[config.mk]
export PLATFORM = sky130hd
export DESIGN_NAME = flash_keyctl
export DESIGN_NICKNAME = d
export VERILOG_FILES = /design/src/rtl/flash_keyctl_pkg.sv /design/src/rtl/flash_keyctl_rstsync.sv /design/src/rtl/flash_keyctl_keylock.sv /design/src/rtl/flash_keyctl_opseq.sv /design/src/rtl/flash_keyctl.sv
export SDC_FILE = /design/constraint.sdc
export NUM_CORES = 1
export LEC_CHECK = 0
export ABC_AREA = 1
export BUFFER_PORTS_ARGS = -buffer_cell sky130_fd_sc_hd__buf_2
export CORE_AREA = 2 2 116 118
export DETAILED_ROUTE_END_ITERATION = 12
export DIE_AREA = 0 0 118 120
export PLACE_DENSITY = 0.75
export SLEW_MARGIN = 20
export SYNTH_ARGS = -nofsm -noshare
export SYNTH_HDL_FRONTEND = slang
export SYNTH_SLANG_ARGS = --single-unit
export TNS_END_PERCENT = 5
[constraint.sdc]
create_clock -name clk -period 9.2 [get_ports clk]
set_input_delay 0.46 -clock clk [delete_from_list [all_inputs] [get_ports clk]]
set_output_delay 0.46 -clock clk [all_outputs]
set_load 0.01 [all_outputs]
[src/rtl/flash_keyctl_pkg.sv]
package flash_keyctl_pkg;
  localparam int unsigned PAGE_BYTES = 128;

  typedef enum logic [1:0] {
    SZ_BYTE = 2'd0,
    SZ_HALF = 2'd1,
    SZ_WORD = 2'd2,
    SZ_RSVD = 2'd3
  } acc_size_e;

  typedef enum logic [1:0] {
    KS_LOCKED,
    KS_FIRST_OK,
    KS_OPEN,
    KS_BARRED
  } key_state_e;

  localparam logic [31:0] KEY_ONE = 32'h4567_0123;
  localparam logic [31:0] KEY_TWO = 32'hCDEF_89AB;

  localparam logic [3:0] OFS_KEY  = 4'h0;
  localparam logic [3:0] OFS_CTRL = 4'h4;
  localparam logic [3:0] OFS_ADDR = 4'h8;
  localparam logic [3:0] OFS_STAT = 4'hC;

  localparam int unsigned CTL_PG    = 0;
  localparam int unsigned CTL_PER   = 1;
  localparam int unsigned CTL_START = 6;
  localparam int unsigned CTL_LOCK  = 7;

  localparam int unsigned ST_BSY  = 0;
  localparam int unsigned ST_EOP  = 1;
  localparam int unsigned ST_SZE  = 2;
  localparam int unsigned ST_BWE  = 3;
endpackage

[src/rtl/flash_keyctl_rstsync.sv]
module flash_keyctl_rstsync #(
  parameter int unsigned STAGES = 2
) (
  input  logic clk,
  input  logic rst_n,
  output logic rst_n_o
);
  logic [STAGES-1:0] sync_q;

  always_ff @(posedge clk or negedge rst_n) begin
    if (!rst_n) sync_q <= '0;
    else        sync_q <= {sync_q[STAGES-2:0], 1'b1};
  end

  assign rst_n_o = sync_q[STAGES-1];
endmodule

[src/rtl/flash_keyctl_keylock.sv]
module flash_keyctl_keylock
  import flash_keyctl_pkg::*;
(
  input  logic        clk,
  input  logic        rst_n,
  input  logic        key_wr,
  input  logic [31:0] key_val,
  input  logic        relock,
  output logic        unlocked,
  output logic        barred
);
  key_state_e state_q, state_d;

  always_comb begin
    state_d = state_q;
    unique case (state_q)
      KS_LOCKED:   if (key_wr) state_d = (key_val == KEY_ONE) ? KS_FIRST_OK : KS_BARRED;
      KS_FIRST_OK: if (key_wr) state_d = (key_val == KEY_TWO) ? KS_OPEN : KS_BARRED;
      KS_OPEN:     if (relock) state_d = KS_LOCKED;
      default:     state_d = KS_BARRED;
    endcase
  end

  always_ff @(posedge clk or negedge rst_n) begin
    if (!rst_n) state_q <= KS_LOCKED;
    else        state_q <= state_d;
  end

  assign unlocked = (state_q == KS_OPEN);
  assign barred   = (state_q == KS_BARRED);
endmodule

[src/rtl/flash_keyctl_opseq.sv]
module flash_keyctl_opseq #(
  parameter int unsigned OP_CYCLES = 6,
  parameter int unsigned ARR_AW    = 10,
  parameter int unsigned PG_SH     = 7,
  parameter logic [31:0] MAIN_BASE = 32'h0800_0000,
  localparam int unsigned CNT_W    = (OP_CYCLES > 1) ? $clog2(OP_CYCLES) : 1
) (
  input  logic                    clk,
  input  logic                    rst_n,
  input  logic                    start_i,
  input  logic                    erase_i,
  input  logic [31:0]             addr_i,
  input  logic [15:0]             data_i,
  output logic                    busy_o,
  output logic                    done_o,
  output logic                    prog_o,
  output logic                    erase_o,
  output logic [ARR_AW-2:0]       hidx_o,
  output logic [ARR_AW-PG_SH-1:0] page_o,
  output logic [15:0]             wdata_o
);
  localparam logic [31-ARR_AW:0] MAIN_HI = MAIN_BASE[31:ARR_AW];

  logic             busy_q, busy_d;
  logic [CNT_W-1:0] cnt_q, cnt_d;
  logic             ers_q, ers_d;
  logic [31:0]      addr_q, addr_d;
  logic [15:0]      data_q, data_d;

  always_comb begin
    busy_d = busy_q;
    cnt_d  = cnt_q;
    ers_d  = ers_q;
    addr_d = addr_q;
    data_d = data_q;
    if (busy_q) begin
      if (cnt_q == '0) busy_d = 1'b0;
      else             cnt_d  = cnt_q - 1'b1;
    end else if (start_i) begin
      busy_d = 1'b1;
      cnt_d  = CNT_W'(OP_CYCLES - 1);
      ers_d  = erase_i;
      addr_d = addr_i;
      data_d = data_i;
    end
  end

  always_ff @(posedge clk or negedge rst_n) begin
    if (!rst_n) begin
      busy_q <= 1'b0;
      cnt_q  <= '0;
      ers_q  <= 1'b0;
      addr_q <= '0;
      data_q <= '0;
    end else begin
      busy_q <= busy_d;
      cnt_q  <= cnt_d;
      ers_q  <= ers_d;
      addr_q <= addr_d;
      data_q <= data_d;
    end
  end

  assign busy_o  = busy_q;
  assign done_o  = busy_q && (cnt_q == '0);
  assign erase_o = done_o && ers_q && (addr_q[31:ARR_AW] == MAIN_HI);
  assign prog_o  = done_o && !ers_q && (addr_q[1:0] == 2'b00);
  assign hidx_o  = addr_q[ARR_AW-1:1];
  assign page_o  = addr_q[ARR_AW-1:PG_SH];
  assign wdata_o = data_q;
endmodule

[src/rtl/flash_keyctl.sv]
module flash_keyctl
  import flash_keyctl_pkg::*;
#(
  parameter int unsigned PAGES     = 8,
  parameter int unsigned OP_CYCLES = 6,
  parameter logic [31:0] MAIN_BASE = 32'h0800_0000,
  parameter logic [31:0] REG_BASE  = 32'h4002_2000,
  localparam int unsigned PG_SH    = $clog2(PAGE_BYTES),
  localparam int unsigned ARR_AW   = $clog2(PAGES * PAGE_BYTES),
  localparam int unsigned WORD_AW  = ARR_AW - 2,
  localparam int unsigned HALF_AW  = ARR_AW - 1,
  localparam int unsigned PAGE_AW  = ARR_AW - PG_SH
) (
  input  logic               clk,
  input  logic               rst_n,
  input  logic               bus_valid,
  input  logic               bus_write,
  input  logic [31:0]        bus_addr,
  input  logic [1:0]         bus_size,
  input  logic [31:0]        bus_wdata,
  output logic [31:0]        bus_rdata,
  output logic [WORD_AW-1:0] arr_raddr,
  input  logic [31:0]        arr_rdata,
  output logic               arr_prog,
  output logic [HALF_AW-1:0] arr_hidx,
  output logic [15:0]        arr_wdata,
  output logic               arr_erase,
  output logic [PAGE_AW-1:0] arr_page
);
  localparam logic [31-ARR_AW:0] MAIN_HI = MAIN_BASE[31:ARR_AW];
  localparam logic [27:0]        REG_HI  = REG_BASE[31:4];

  logic rst_ni;
  logic unlocked, barred, busy, seq_done;
  logic pg_q, pg_d, per_q, per_d;
  logic eop_q, eop_d, sze_q, sze_d, bwe_q, bwe_d;
  logic [31:0] addr_q, addr_d, rdata_q, rdata_d;
  logic is_reg, is_arr, wr_en, rd_en;
  logic key_wr, ctl_wr, adr_wr, sts_wr, fl_wr, can_act;
  logic prog_start, erase_start, size_bad, relock;

  flash_keyctl_rstsync #(.STAGES(2)) u_rst (
    .clk(clk), .rst_n(rst_n), .rst_n_o(rst_ni)
  );

  assign is_reg  = (bus_addr[31:4] == REG_HI);
  assign is_arr  = (bus_addr[31:ARR_AW] == MAIN_HI) || (bus_addr[31:ARR_AW] == '0);
  assign wr_en   = bus_valid && bus_write;
  assign rd_en   = bus_valid && !bus_write;
  assign key_wr  = wr_en && is_reg && (bus_addr[3:0] == OFS_KEY);
  assign ctl_wr  = wr_en && is_reg && (bus_addr[3:0] == OFS_CTRL);
  assign adr_wr  = wr_en && is_reg && (bus_addr[3:0] == OFS_ADDR);
  assign sts_wr  = wr_en && is_reg && (bus_addr[3:0] == OFS_STAT);
  assign fl_wr   = wr_en && is_arr;
  assign can_act = unlocked && !busy;

  assign prog_start  = fl_wr && can_act && pg_q && (bus_size == SZ_HALF);
  assign size_bad    = fl_wr && can_act && pg_q && (bus_size != SZ_HALF);
  assign erase_start = ctl_wr && can_act && !bus_wdata[CTL_LOCK]
                       && bus_wdata[CTL_PER] && bus_wdata[CTL_START];
  assign relock      = ctl_wr && can_act && bus_wdata[CTL_LOCK];

  flash_keyctl_keylock u_key (
    .clk(clk), .rst_n(rst_ni), .key_wr(key_wr), .key_val(bus_wdata),
    .relock(relock), .unlocked(unlocked), .barred(barred)
  );

  flash_keyctl_opseq #(
    .OP_CYCLES(OP_CYCLES), .ARR_AW(ARR_AW), .PG_SH(PG_SH), .MAIN_BASE(MAIN_BASE)
  ) u_seq (
    .clk(clk), .rst_n(rst_ni),
    .start_i(prog_start || erase_start), .erase_i(erase_start),
    .addr_i(prog_start ? bus_addr : addr_q), .data_i(bus_wdata[15:0]),
    .busy_o(busy), .done_o(seq_done), .prog_o(arr_prog), .erase_o(arr_erase),
    .hidx_o(arr_hidx), .page_o(arr_page), .wdata_o(arr_wdata)
  );

  assign arr_raddr = bus_addr[ARR_AW-1:2];

  always_comb begin
    pg_d    = pg_q;
    per_d   = per_q;
    addr_d  = addr_q;
    eop_d   = eop_q;
    sze_d   = sze_q;
    bwe_d   = bwe_q;
    rdata_d = rdata_q;
    if (sts_wr) begin
      if (bus_wdata[ST_EOP]) eop_d = 1'b0;
      if (bus_wdata[ST_SZE]) sze_d = 1'b0;
      if (bus_wdata[ST_BWE]) bwe_d = 1'b0;
    end
    if (seq_done) eop_d = 1'b1;
    if (ctl_wr) begin
      if (busy) begin
        bwe_d = 1'b1;
      end else if (unlocked) begin
        pg_d  = bus_wdata[CTL_PG]  && !bus_wdata[CTL_LOCK];
        per_d = bus_wdata[CTL_PER] && !bus_wdata[CTL_LOCK];
      end
    end
    if (adr_wr && can_act) addr_d = bus_wdata;
    if (prog_start)        addr_d = bus_addr;
    if (size_bad)          sze_d  = 1'b1;
    if (rd_en) begin
      rdata_d = '0;
      if (is_reg) begin
        unique case (bus_addr[3:0])
          OFS_CTRL: rdata_d = {24'd0, !unlocked, 5'd0, per_q, pg_q};
          OFS_ADDR: rdata_d = addr_q;
          OFS_STAT: rdata_d = {28'd0, bwe_q, sze_q, eop_q, busy};
          default:  rdata_d = '0;
        endcase
      end else if (is_arr) begin
        rdata_d = arr_rdata;
      end
    end
  end

  always_ff @(posedge clk or negedge rst_ni) begin
    if (!rst_ni) begin
      pg_q    <= 1'b0;
      per_q   <= 1'b0;
      addr_q  <= '0;
      eop_q   <= 1'b0;
      sze_q   <= 1'b0;
      bwe_q   <= 1'b0;
      rdata_q <= '0;
    end else begin
      pg_q    <= pg_d;
      per_q   <= per_d;
      addr_q  <= addr_d;
      eop_q   <= eop_d;
      sze_q   <= sze_d;
      bwe_q   <= bwe_d;
      rdata_q <= rdata_d;
    end
  end

  assign bus_rdata = rdata_q;
endmodule

==> results.py <==
metrics = {
    "setup_path": {
        "critical_path.cell_chain": "inv_2 > nand2_1 > nor2_4 > nand2_1 > nor2_2 > nand3_4 > nand2_4 > inv_2 > nand2_1 > o21ai_0",
        "required_ns": 9.47,
        "crit_path_frequent_cell": "nand2_1",
        "crit_path_start_kind": "flop",
        "critPathMaxFanout": 69,
        "worst-setup-path-type": "reg -> reg",
        "crit_path_top_delay_cell": "nand2_4",
        "cp_num_buf_inv": 2,
        "slowest_delay_ns": 0.65,
        "cp_top_family": "simple AND/OR/NAND/NOR gates",
        "endpoint_kind": "flop",
        "critPathArrivalTime_ns": 3.51,
    },
    "synth": {
        "synth_fa_ha_area_share_pct": 0.396,
        "ys_seq_area_share_pct": 49.9,
        "synth_top_area_cell": "dfrtp_1",
        "synth_compound_area_share_pct": 13.3,
        "yosys.area_share.simple_pct": 23.4,
        "synth.avg_cell_area_um2": 7.86,
        "ys_warn_count": 0,
        "synth_cell_type_count": 35,
        "synth_area_leaders": "dfrtp_1 50%, nand2_1 11%, inv_1 7.3%",
        "synth_top_family_by_area": "simple AND/OR/NAND/NOR gates",
        "syn_area_um2": 6310,
        "synthMuxAreaShare_pct": 0,
        "ys_ff_latch": 126,
        "synth-xor-area-share_pct": 0,
        "synth_top_area_share_pct": 49.9,
        "synth_nets": 907,
        "synthCells": 803,
    },
    "route": {
        "drt_first_pass_iters": 5,
        "drc": 0,
        "wirelength_um": 17800,
        "wl_per_cell_um": 15.7,
        "viasPerCell": 5.22,
        "drt_iter0_drc": 487,
        "postRouteAntennaNets": 0,
        "vias": 5909,
    },
    "final_layout": {
        "final_cell_mix": "185 x nand2_1, 171 x buf_2, 125 x dfrtp_1",
        "n_antenna_cell": 0,
        "fillers": 1213,
        "utilization_pct": 59.3,
        "finalNetCount": 1048,
        "mostFrequentLayoutCell": "nand2_1",
        "area_growth_pct": 21.9,
        "drive_gt1_share_pct": 23.7,
    },
    "pwr": {
        "p_leak_nw": 4.38,
        "peakVddDrop_mv": 0.134,
        "totalPowerFinal_mw": 1.35,
        "p_per_area_nw_per_um2": 175,
    },
    "die": {
        "num_rows": 42,
        "initial_core_util_pct": 48.6,
        "die-height_um": 120,
        "fp.dieW_um": 118,
        "pin_count": 172,
        "core-area_um2": 13000,
        "dieArea_um2": 14200,
    },
    "global_route": {
        "grtUsageTotal_pct": 25.8,
        "grt_pass1_wl_um": 28600,
        "overflow": 0,
        "grt_pass1_vias": 5606,
        "grt_start_max_net_pins": 82,
        "antenna_found_initial": 0,
    },
    "clock_network": {
        "cts.htree.levels": 4,
        "cts.clk_slew.worst_paths_ns": 0.05,
        "cts_tree": "done",
        "clockRootBuffer": "clkbuf_16",
        "cts_buffers": 17,
        "cts_setup_buffers": 0,
        "clk_latency_ns": 0.41,
        "clockBufferDepth": 2,
        "cts_sinks": 126,
    },
    "timing": {
        "final-hold-violation-count": 0,
        "fin_tns_setup_ns": 0,
        "worstMarginPinSlew_ns": 1.01,
        "rsz0062_at_grt": "no",
        "drv_slew": 0,
        "period_share_pct": 35.2,
        "finalSetupViolations": 0,
        "max_freq_mhz": 309,
        "min_period_ns": 3.24,
        "whs_ns": 0.287,
        "relSlewSlack_pct": 32.3,
        "skew_ns": 0.00581,
    },
    "min_path": {
        "hp-class": "in -> reg",
    },
    "place": {
        "dp_hpwl_um": 12900,
        "place.gp.congestion": 0.895,
        "port-buffer-count": 171,
    },
    "flow_run": {
        "maxCapViolCount": 0,
    },
    "status": {
        "status": "completed",
    },
}
## worst min-delay path, cell delays in order
cell and delay [ns]:
buf_2 0.09, nand2_1 0.05, o21ai_0 0.06
## through the flow
step	area (µm²)	setup WS, ns	instances
2_1_floorplan	6310	5.43	803
3_3_place_gp	7090	5.68	1100
3_5_place_dp	7090	5.61	1100
4_1_cts	7690	5.98	1133
5_1_grt	7690	5.53	1133
6_report	7690	5.96	1133
## worst paths after layout
check	slack (ns)	depth (start not counted)	from	end
hold / removal	0.29	3	bus_wdata[20]	addr_q[20]
setup reg to reg	5.96	10	u_key.state_q[0]	u_seq.wdata_o[5]
setup / recovery	5.96	10	u_key.state_q[0]	u_seq.wdata_o[5]
hold reg to reg	0.32	0	u_rst.sync_q[1]	u_seq.addr_q[18]
min in group asynchronous	0.32	0	u_rst.sync_q[1]	u_seq.addr_q[18]
max in group asynchronous	7.75	1	u_rst.sync_q[1]	bus_rdata[12]
## Yosys cell counts (all sizes together)
cell,count
a21oi,27
a221oi,1
a22o,4
a31oi,5
and3,1
buf,42
clkbuf,10
conb,1
dfrtp,126
ha,2
inv,131
nand2,187
nand3,19
nand3b,1
nand4,27
nor2,83
nor3,10
nor4,13
o211ai,11
o21ai,88
o22ai,13
or2,1
## cell families (layout without fill, tap and decap cells)
| logic type | count (synthesis) | count (layout) |
|---|---|---|
| compound gates | 149 | 149 |
| simple gates | 342 | 342 |
| fa+ha+maj | 2 | 2 |
| flops | 126 | 126 |
| other cells | 1 | 1 |
| buf+inv | 183 | 337 |
## metal layers
metal | share of wire (%) | track usage, %
met4 | 2.7 | 10.8
met3 | 6.6 | 4.47
met2 | 45 | 39.5
met1 | 46 | 36.4
met5 | 0 | 0
## registers in the layout (all words and copies together), names as in the netlist
signal	flops
pg_q	1
bwe_q	1
addr_q	32
u_seq.cnt_q	3
u_seq.addr_q	32
u_rst.sync_q	2
bus_rdata	32
u_seq.busy_o	1
u_seq.ers_q	1
per_q	1
u_seq.wdata_o	16
u_key.state_q	2
sze_q	1
eop_q	1
## layout make-up
type / count / area [µm²] / share of cell area (%)
inverters: 131 / 492 / 6.39
clock inverters: 6 / 80.1 / 1.04
clock buffers: 26 / 509 / 6.62
repair buffers: 174 / 885 / 11.5
well taps: 176 / 220 / 2.86
flip-flops and latches: 126 / 3160 / 41.0
multi-input cells: 494 / 2350 / 30.6
## where the power goes
part | internal (mW) | leakage, nW | total (mW) | switching, mW
clock | 0.433 | 0.294 | 0.669 | 0.236
combinational | 0.0400 | 2.50 | 0.101 | 0.0610
sequential | 0.569 | 1.58 | 0.580 | 0.0110
## what timing repair did
| item | CTS | global route |
|---|---|---|
| hold endpoints to repair | 2 | 0 |
| hold buffers | 1 | 0 |
| endpoints found under the setup margin | 0 | 0 |
| gates resized for setup | 0 | 0 |
Note: power is estimated with default switching activity, not from simulation.
